**config.mk**
```make
export PLATFORM = sky130hd
export DESIGN_NAME = nsc_timing_calc
export DESIGN_NICKNAME = d
export VERILOG_FILES = /design/src/rtl/nsc_pkg.sv /design/src/rtl/nsc_seqdiv.sv /design/src/rtl/nsc_ns2cyc.sv /design/src/rtl/nsc_timing_calc.sv
export SDC_FILE = /design/constraint.sdc
export NUM_CORES = 2
export LEC_CHECK = 0
export BUFFER_PORTS_ARGS = -buffer_cell sky130_fd_sc_hd__buf_2
export CORE_MARGIN = 2
export CORE_UTILIZATION = 40
export CTS_CLUSTER_SIZE = 28
export DETAILED_ROUTE_END_ITERATION = 8
export PLACE_DENSITY = 0.55
export SKIP_LAST_GASP = 1
export SLEW_MARGIN = 20
export SYNTH_ARGS = -nofsm -noshare
export SYNTH_HDL_FRONTEND = slang
export SYNTH_HIERARCHICAL = 1
export SYNTH_SLANG_ARGS = --single-unit
```
**constraint.sdc**
```tcl
create_clock -name clk -period 29.2 [get_ports clk]
set_clock_uncertainty 0.05 [all_clocks]
set_input_delay 0 -clock clk [delete_from_list [all_inputs] [get_ports clk]]
set_output_delay 0 -clock clk [all_outputs]
set_load 0.05 [all_outputs]
```
**src/rtl/nsc_pkg.sv**
```systemverilog
package nsc_pkg;
  localparam int NUM_T     = 14;  // nanosecond inputs
  localparam int NUM_O     = 10;  // cycle-count outputs
  localparam int IX_RD_TOT = 8;
  localparam int IX_WR_TOT = 9;
  localparam int IX_REC0   = 10;

  typedef enum logic [2:0] {
    ST_IDLE, ST_DIV1, ST_DIV2, ST_CONV, ST_FIN
  } nsc_state_e;

  // width of the destination field for output index idx
  function automatic int field_width(int idx, int setup_w, int pulse_w, int total_w);
    if (idx < 4)      return setup_w;
    else if (idx < 8) return pulse_w;
    else              return total_w;
  endfunction
endpackage

```
**src/rtl/nsc_seqdiv.sv**
```systemverilog
// Restoring divider, one quotient bit per cycle.
module nsc_seqdiv #(
  parameter int DW = 48,
  parameter int VW = 17
) (
  input  logic          clk,
  input  logic          rst_n,
  input  logic          go,
  input  logic [DW-1:0] dividend,
  input  logic [VW-1:0] divisor,
  output logic [DW-1:0] quotient,
  output logic          ready
);
  localparam int CNTW = $clog2(DW + 1);

  logic [VW-1:0]   rem_q, rem_d;
  logic [DW-1:0]   quo_q, quo_d;
  logic [CNTW-1:0] cnt_q, cnt_d;
  logic            run_q, run_d;
  logic            rdy_q, rdy_d;
  logic [VW:0]     trial;

  always_comb begin
    rem_d = rem_q;
    quo_d = quo_q;
    cnt_d = cnt_q;
    run_d = run_q;
    rdy_d = 1'b0;
    trial = {rem_q, quo_q[DW-1]};
    if (go) begin
      rem_d = '0;
      quo_d = dividend;
      cnt_d = CNTW'(DW);
      run_d = 1'b1;
    end else if (run_q) begin
      if (trial >= {1'b0, divisor}) begin
        rem_d = VW'(trial - {1'b0, divisor});
        quo_d = {quo_q[DW-2:0], 1'b1};
      end else begin
        rem_d = VW'(trial);
        quo_d = {quo_q[DW-2:0], 1'b0};
      end
      cnt_d = cnt_q - 1'b1;
      if (cnt_q == CNTW'(1)) begin
        run_d = 1'b0;
        rdy_d = 1'b1;
      end
    end
  end

  always_ff @(posedge clk or negedge rst_n) begin
    if (!rst_n) begin
      rem_q <= '0;
      quo_q <= '0;
      cnt_q <= '0;
      run_q <= 1'b0;
      rdy_q <= 1'b0;
    end else begin
      rem_q <= rem_d;
      quo_q <= quo_d;
      cnt_q <= cnt_d;
      run_q <= run_d;
      rdy_q <= rdy_d;
    end
  end

  assign quotient = quo_q;
  assign ready    = rdy_q;

  // every division runs the full quotient length
  assert_div_len_R1: assert property (@(posedge clk) disable iff (!rst_n)
    $rose(run_q) |-> cnt_q == CNTW'(DW));
  // ready only once the iteration has stopped
  assert_div_ready_R1: assert property (@(posedge clk) disable iff (!rst_n)
    rdy_q |-> !run_q);
endmodule

```
**src/rtl/nsc_ns2cyc.sv**
```systemverilog
// Fixed-point ns to cycle conversion with round-up.
module nsc_ns2cyc #(
  parameter int NSW  = 16,
  parameter int SW   = 20,
  parameter int FRAC = 16,
  parameter int RW   = NSW + SW + 1 - FRAC
) (
  input  logic [NSW-1:0] ns,
  input  logic [SW-1:0]  scale,
  output logic [RW-1:0]  cyc
);
  localparam int PW = NSW + SW + 1;

  logic [PW-1:0] prod;

  always_comb begin
    prod = PW'(ns) * PW'(scale) + PW'((1 << FRAC) - 1);
    cyc  = (ns == '0) ? '0 : prod[PW-1:FRAC];
  end
endmodule

```
**src/rtl/nsc_timing_calc.sv**
```systemverilog
module nsc_timing_calc
  import nsc_pkg::*;
#(
  parameter int NSW       = 16,
  parameter int FW        = 32,
  parameter int SETUP_W   = 6,
  parameter int PULSE_W   = 7,
  parameter int TOT_W     = 9,
  parameter int SW        = 20,
  parameter int FRAC      = 16,
  parameter int HZ_DIV    = 10000,
  parameter int SCALE_DIV = 100000
) (
  input  logic                             clk,
  input  logic                             rst_n,
  input  logic                             start,
  input  logic [FW-1:0]                    clk_hz,
  input  logic [NUM_T-1:0][NSW-1:0]        t_ns,
  output logic [NUM_O-1:0][TOT_W-1:0]      cyc_out,
  output logic [NUM_O-1:0]                 sat,
  output logic                             done
);
  localparam int DW   = FW + FRAC;
  localparam int VW   = $clog2(SCALE_DIV + 1);
  localparam int RW   = NSW + SW + 1 - FRAC;
  localparam int SUMW = RW + 2;
  localparam int IDXW = $clog2(NUM_T);

  // reset synchroniser
  logic [1:0] rs_q;
  logic       rst_n_s;
  always_ff @(posedge clk or negedge rst_n) begin
    if (!rst_n) rs_q <= '0;
    else        rs_q <= {rs_q[0], 1'b1};
  end
  assign rst_n_s = rs_q[1];

  nsc_state_e                   st_q, st_d;
  logic                         go_q, go_d;
  logic                         cap_en, scale_en, raw_en, out_en;
  logic [FW-1:0]                cap_hz_q;
  logic [NUM_T-1:0][NSW-1:0]    cap_ns_q;
  logic [SW-1:0]                scale_q;
  logic [IDXW-1:0]              idx_q, idx_d;
  logic [NUM_T-1:0][RW-1:0]     raw_q;
  logic [NUM_O-1:0][TOT_W-1:0]  cyc_q, cyc_d;
  logic [NUM_O-1:0]             sat_q, sat_d;
  logic                         done_q;

  logic [DW-1:0] div_dividend, div_quo;
  logic [VW-1:0] div_divisor;
  logic          div_rdy;
  logic [RW-1:0] conv_cyc;

  // shared divider: first clk_hz / HZ_DIV, then (q << FRAC) / SCALE_DIV
  always_comb begin
    if (st_q == ST_DIV2) begin
      div_dividend = {div_quo[FW-1:0], {FRAC{1'b0}}};
      div_divisor  = VW'(SCALE_DIV);
    end else begin
      div_dividend = DW'(cap_hz_q);
      div_divisor  = VW'(HZ_DIV);
    end
  end

  nsc_seqdiv #(.DW(DW), .VW(VW)) u_div (
    .clk      (clk),
    .rst_n    (rst_n_s),
    .go       (go_q),
    .dividend (div_dividend),
    .divisor  (div_divisor),
    .quotient (div_quo),
    .ready    (div_rdy)
  );

  nsc_ns2cyc #(.NSW(NSW), .SW(SW), .FRAC(FRAC), .RW(RW)) u_conv (
    .ns    (cap_ns_q[idx_q]),
    .scale (scale_q),
    .cyc   (conv_cyc)
  );

  // sequencer next state
  always_comb begin
    st_d     = st_q;
    go_d     = 1'b0;
    idx_d    = idx_q;
    cap_en   = 1'b0;
    scale_en = 1'b0;
    raw_en   = 1'b0;
    out_en   = 1'b0;
    unique case (st_q)
      ST_IDLE: if (start) begin
        cap_en = 1'b1;
        go_d   = 1'b1;
        st_d   = ST_DIV1;
      end
      ST_DIV1: if (div_rdy) begin
        go_d = 1'b1;
        st_d = ST_DIV2;
      end
      ST_DIV2: if (div_rdy) begin
        scale_en = 1'b1;
        idx_d    = '0;
        st_d     = ST_CONV;
      end
      ST_CONV: begin
        raw_en = 1'b1;
        if (idx_q == IDXW'(NUM_T - 1)) begin
          idx_d = '0;
          st_d  = ST_FIN;
        end else begin
          idx_d = idx_q + 1'b1;
        end
      end
      ST_FIN: begin
        out_en = 1'b1;
        st_d   = ST_IDLE;
      end
      default: st_d = ST_IDLE;
    endcase
  end

  // stretching of the two totals
  logic [3:0][RW-1:0] rec_eff;
  logic [SUMW-1:0]    rd_a, rd_b, wr_a, wr_b, rd_need, wr_need;

  always_comb begin
    for (int i = 0; i < 4; i++) begin
      rec_eff[i] = (cap_ns_q[IX_REC0 + i] == '0) ? RW'(1) : raw_q[IX_REC0 + i];
    end
    rd_a = SUMW'(raw_q[0]) + SUMW'(raw_q[4]) + SUMW'(rec_eff[0]);
    rd_b = SUMW'(raw_q[1]) + SUMW'(raw_q[5]) + SUMW'(rec_eff[1]);
    wr_a = SUMW'(raw_q[2]) + SUMW'(raw_q[6]) + SUMW'(rec_eff[2]);
    wr_b = SUMW'(raw_q[3]) + SUMW'(raw_q[7]) + SUMW'(rec_eff[3]);
    rd_need = SUMW'(raw_q[IX_RD_TOT]);
    if (rd_a > rd_need) rd_need = rd_a;
    if (rd_b > rd_need) rd_need = rd_b;
    wr_need = SUMW'(raw_q[IX_WR_TOT]);
    if (wr_a > wr_need) wr_need = wr_a;
    if (wr_b > wr_need) wr_need = wr_b;
  end

  // clip each output to its field
  for (genvar g = 0; g < NUM_O; g++) begin : g_clip
    localparam int GW = field_width(g, SETUP_W, PULSE_W, TOT_W);
    localparam logic [SUMW-1:0] LIM = SUMW'((1 << GW) - 1);
    logic [SUMW-1:0] val;
    if (g == IX_RD_TOT) begin : g_rd
      assign val = rd_need;
    end else if (g == IX_WR_TOT) begin : g_wr
      assign val = wr_need;
    end else begin : g_plain
      assign val = SUMW'(raw_q[g]);
    end
    assign sat_d[g] = (val > LIM);
    assign cyc_d[g] = sat_d[g] ? TOT_W'(LIM) : TOT_W'(val);
  end

  always_ff @(posedge clk or negedge rst_n_s) begin
    if (!rst_n_s) begin
      st_q     <= ST_IDLE;
      go_q     <= 1'b0;
      idx_q    <= '0;
      cap_hz_q <= '0;
      cap_ns_q <= '0;
      scale_q  <= '0;
      raw_q    <= '0;
      cyc_q    <= '0;
      sat_q    <= '0;
      done_q   <= 1'b0;
    end else begin
      st_q   <= st_d;
      go_q   <= go_d;
      idx_q  <= idx_d;
      done_q <= out_en;
      if (cap_en) begin
        cap_hz_q <= clk_hz;
        cap_ns_q <= t_ns;
      end
      if (scale_en) scale_q <= div_quo[SW-1:0];
      if (raw_en)   raw_q[idx_q] <= conv_cyc;
      if (out_en) begin
        cyc_q <= cyc_d;
        sat_q <= sat_d;
      end
    end
  end

  assign cyc_out = cyc_q;
  assign sat     = sat_q;
  assign done    = done_q;

  // the derived factor fits the scale register
  assert_scale_fits_R1: assert property (@(posedge clk) disable iff (!rst_n_s)
    scale_en |-> div_quo[DW-1:SW] == '0);
  // completion is a single-cycle pulse
  assert_done_pulse_R8: assert property (@(posedge clk) disable iff (!rst_n_s)
    done_q |=> !done_q);
  // results hold between pulses
  assert_hold_R8: assert property (@(posedge clk) disable iff (!rst_n_s)
    !done_q |-> $stable(cyc_q) && $stable(sat_q));
  // a zero request gives a zero count
  assert_zero_R3: assert property (@(posedge clk) disable iff (!rst_n_s)
    done_q && cap_ns_q[0] == '0 |-> cyc_q[0] == '0);
  // read total covers chip-select setup plus pulse
  assert_rd_cover_R5: assert property (@(posedge clk) disable iff (!rst_n_s)
    done_q && !sat_q[IX_RD_TOT] |->
      SUMW'(cyc_q[IX_RD_TOT]) >= SUMW'(cyc_q[0]) + SUMW'(cyc_q[4]));
  // write total covers strobe setup plus pulse
  assert_wr_cover_R6: assert property (@(posedge clk) disable iff (!rst_n_s)
    done_q && !sat_q[IX_WR_TOT] |->
      SUMW'(cyc_q[IX_WR_TOT]) >= SUMW'(cyc_q[3]) + SUMW'(cyc_q[7]));
endmodule

```
==> flow_summary.yaml <==
power:
  p_int_mw: 2.61
  p_sw_mw: 1.45
  power_frac_clock_pct: 28.8
  combPwrFrac_pct: 34.3
  p_sw_share_pct: 35.7
  p_leak_nw: 31.1
  p_total_mw: 4.05
  max-vdd-ir-drop_mv: 0.0957
  power_density_nw_per_um2: 64.1
  power_frac_seq_pct: 36.8
worst_setup_path:
  path_class: "reg2reg"
  critPathMaxStageDelay_ns: 0.85
  slowest_stage: "nand4_1"
  endpoint_kind: "flop"
  r2r_end: "cyc_out[79]"
  path_buf_inv: 1
  crit_top_cell: "ha_1"
  crit_family: "simple AND/OR/NAND/NOR gates"
  r2r_setup_slack_ns: 19.01
  arrival_ns: 10.66
  cp.required_ns: 29.68
  worstRegToRegCells: 29
  cp-start-kind: "flop"
  crit_fanout: 32
  r2r_start: "cap_ns_q[170]"
synthesis:
  synth_top_area_cell: "dfrtp_1"
  synth_warnings: 6
  seq_area_frac_synth_pct: 36.1
  yosys-top-cells-area: "dfrtp_1 36%, fa_1 14%, mux2_2 12%"
  synthesis.instances: 4882
  ys_seq_elements: 754
  synth_edf_count: 0
  synthFlopType: "dfrtp_1"
  synth_area_um2: 52300
  syn_area_per_cell_um2: 10.7
  ys_async_sr_fraction_pct: 100
  synth_top_area_share_pct: 36.1
  yosys.cell_types.count: 102
job:
  maxCapViolations: 0
timing:
  fin_crit_ns: 10.19
  rsz0062_at_grt: "false"
  max-slew-margin-rel_pct: 22.7
  setup_viol: 0
  worst_pin_slew_ns: 1.16
  timing.final.ws_setup_ns: 19.01
  finalMaxSlewViolations: 0
  setup_tns_ns: 0
  hold_slack_ns: 0.0343
  finalHoldViolations: 0
  period_share_pct: 34.9
  fmax_mhz: 98.2
detailed_routing:
  drc_errors: 0
  drt_iter0_markers: 2060
  first_pass_iters: 8
  routed_wl_um: 147000
  dr_total_vias: 38900
  wl_per_cell_um: 19.9
  drtAntennaViolNets: 0
  viasPerCell: 5.25
clocking:
  cts_tree: "done"
  cts.htree.levels: 3
  cts_sinks: 754
  cts-root-buf: "clkbuf_16"
  cts_buffer_depth: 3
  clk_pin_slew_ns: 0.06
  post_cts_buffers: 0
  clock_latency_ns: 0.70
  cts-buffers-inserted: 87
floorplan:
  die_w_um: 366
  rows: 132
  start_util_pct: 40.4
  fp.coreArea_um2: 130000
  io_pins: 360
  dieHeight_um: 366
  die_area_um2: 134000
final_layout:
  area_growth_pct: 20.9
  drive_above_1_share_pct: 21.6
  fin_area_um2: 63300
  final_util_pct: 48.8
  fin_cells: 7401
  layout.nets: 6482
  fill_cells: 11800
hold_path:
  hold_path.class: "in2reg"
  min_from: "clk_hz[18]"
  hold-path-endpoint: "cap_hz_q[18]"
  whs_path_depth: 3
placed_design:
  place_ws_ns: 19.07
  place.port_buffers: 359
  placed_area_um2: 56000
  dpl.cell_count: 6813
  dp_hpwl_um: 105000
  gp_congestion: 0.861
grt:
  grt_overflow_total: 0
  antenna_found_initial: 20
  grt_pass1_vias: 41800
  grt_util_all_layers_pct: 22.3
  grt_pass1_wl_um: 237000
  grt_max_degree: 177
run_status:
  status: "finished, final reports clean"
==> worst min-delay path, stage by stage <==
cell and delay (ns):
dlygate4sd3_1 0.52, buf_2 0.11, mux2_2 0.13
==> worst max path at each step <==
stage | end | startpoint | slack (ns) | cells after the start
3_5_place_dp | cyc_out[76] | cap_ns_q[170] | 19.07 | 29
2_1_floorplan | cap_hz_q[0] | rs_q[1] | 6.58 | 0
6_report | cyc_out[79] | cap_ns_q[170] | 19.01 | 29
4_1_cts | cyc_out[79] | cap_ns_q[170] | 18.99 | 29
3_3_place_gp | cyc_out[80] | cap_ns_q[170] | 19.28 | 29
5_1_grt | cyc_out[79] | cap_ns_q[170] | 18.34 | 29
==> layer usage <==
| metal | GRT usage (%) | up-vias | share of wire, % |
|---|---|---|---|
| met5 | 0 | - | 0 |
| met4 | 7.52 | 0 | 3.0 |
| met3 | 3.15 | 241 | 4.0 |
| met2 | 37.8 | 771 | 49 |
| met1 | 29.2 | 19700 | 44 |
| li1 | - | 18200 | - |
==> cells in the mapped netlist (9+ instances only) <==
| cell type | number |
|---|---|
| xnor2_1 | 49 |
| a31oi_1 | 29 |
| nand2_1 | 466 |
| buf_1 | 24 |
| xor2_1 | 37 |
| nor4_1 | 53 |
| and3_1 | 9 |
| a222oi_1 | 16 |
| inv_1 | 449 |
| a21o_1 | 48 |
| nand4_1 | 49 |
| o21ai_0 | 206 |
| nor2b_1 | 33 |
| a311oi_1 | 14 |
| o211ai_1 | 28 |
| o21a_1 | 23 |
| mux4_2 | 48 |
| mux2i_1 | 102 |
| a211oi_1 | 40 |
| o21bai_1 | 11 |
| a211o_1 | 14 |
| o22a_1 | 40 |
| fa_1 | 353 |
| dfrtp_1 | 754 |
| nor2_1 | 218 |
| a21oi_1 | 168 |
| and2_1 | 249 |
| clkbuf_1 | 211 |
| mux2_2 | 535 |
| nor3_1 | 43 |
| nand3_1 | 60 |
| nand2b_1 | 22 |
| ha_1 | 293 |
| or4_1 | 15 |
==> state kept, by name (all words and copies together), names as in the netlist <==
signal and count:
raw_q 126, g_clip.val 168, go_q 1, u_div/rem_q 17, sat 10, st_q 3, u_div/ready 1, u_div/cnt_q 6
idx_q 4, cap_hz_q 32, rs_q 2, cyc_out 90, u_div/quotient 48, done 1, u_div/run_q 1, scale_q 20
cap_ns_q 224
==> timing repair <==
action,CTS,global route
hold buffers,417,0
endpoints found under the hold margin,260,0
resized for setup,0,0
==> power by group through the flow <==
| stage | combinational [mW] | sequential [mW] | clock, mW |
|---|---|---|---|
| after detailed placement | 1.34 | 1.51 | 0 |
| after CTS | 1.39 | 1.49 | 1.19 |
| after global routing | 1.52 | 1.53 | 1.24 |
| after floorplan | 0.943 | 1.43 | 0 |
| final | 1.39 | 1.49 | 1.17 |
| after global placement | 1.32 | 1.50 | 0 |
==> cells in the final DEF, fill, tap and decap left out, drive strengths merged, types with 11 or more instances in the layout <==
| cell | count |
|---|---|
| nor2 | 218 |
| mux2i | 102 |
| buf | 428 |
| o21bai | 11 |
| a21o | 48 |
| o21a | 23 |
| a222oi | 16 |
| fa | 353 |
| xnor2 | 49 |
| nand4 | 49 |
| ha | 293 |
| nand3 | 60 |
| a31oi | 29 |
| diode | 17 |
| a211oi | 43 |
| nor2b | 33 |
| inv | 452 |
| xor2 | 37 |
| nor3 | 44 |
| conb | 12 |
| mux4 | 48 |
| dfrtp | 754 |
| clkbuf | 129 |
| o21ai | 215 |
| o211ai | 29 |
| o22a | 40 |
| dlygate4sd3 | 417 |
| nand2 | 467 |
| nand2b | 22 |
| a211o | 14 |
| a21oi | 168 |
| or4 | 16 |
| mux2 | 536 |
| a311oi | 16 |
| nor4 | 54 |
| and2 | 250 |
==> cells by family (layout without fill, tap and decap cells) <==
group | after synthesis | count (layout) | share of synthesized area, %
xor gates and xnor gates | 86 | 86 | 1.44
other | 2 | 29 | 0.0144
adders and majority gates | 646 | 646 | 20.5
buffers and inverters | 698 | 1448 | 5.11
muxes | 686 | 686 | 15.6
AOI/OAI and AO/OA | 744 | 744 | 9.48
and+or+nand+nor | 1266 | 1266 | 11.8
DFF | 754 | 754 | 36.1
==> layout make-up <==
cell class	count	area [um2]	area share [%]
tap	1742	2180	3.45
multi-input combinational	3440	30900	48.9
antenna	17	42.5	0.0672
inverter	449	1690	2.66
clock inverter	25	447	0.706
clock buffer	129	2590	4.09
sequential	754	18900	29.9
timing repair buffer	845	6520	10.3
(Power assumes the default switching activity.)
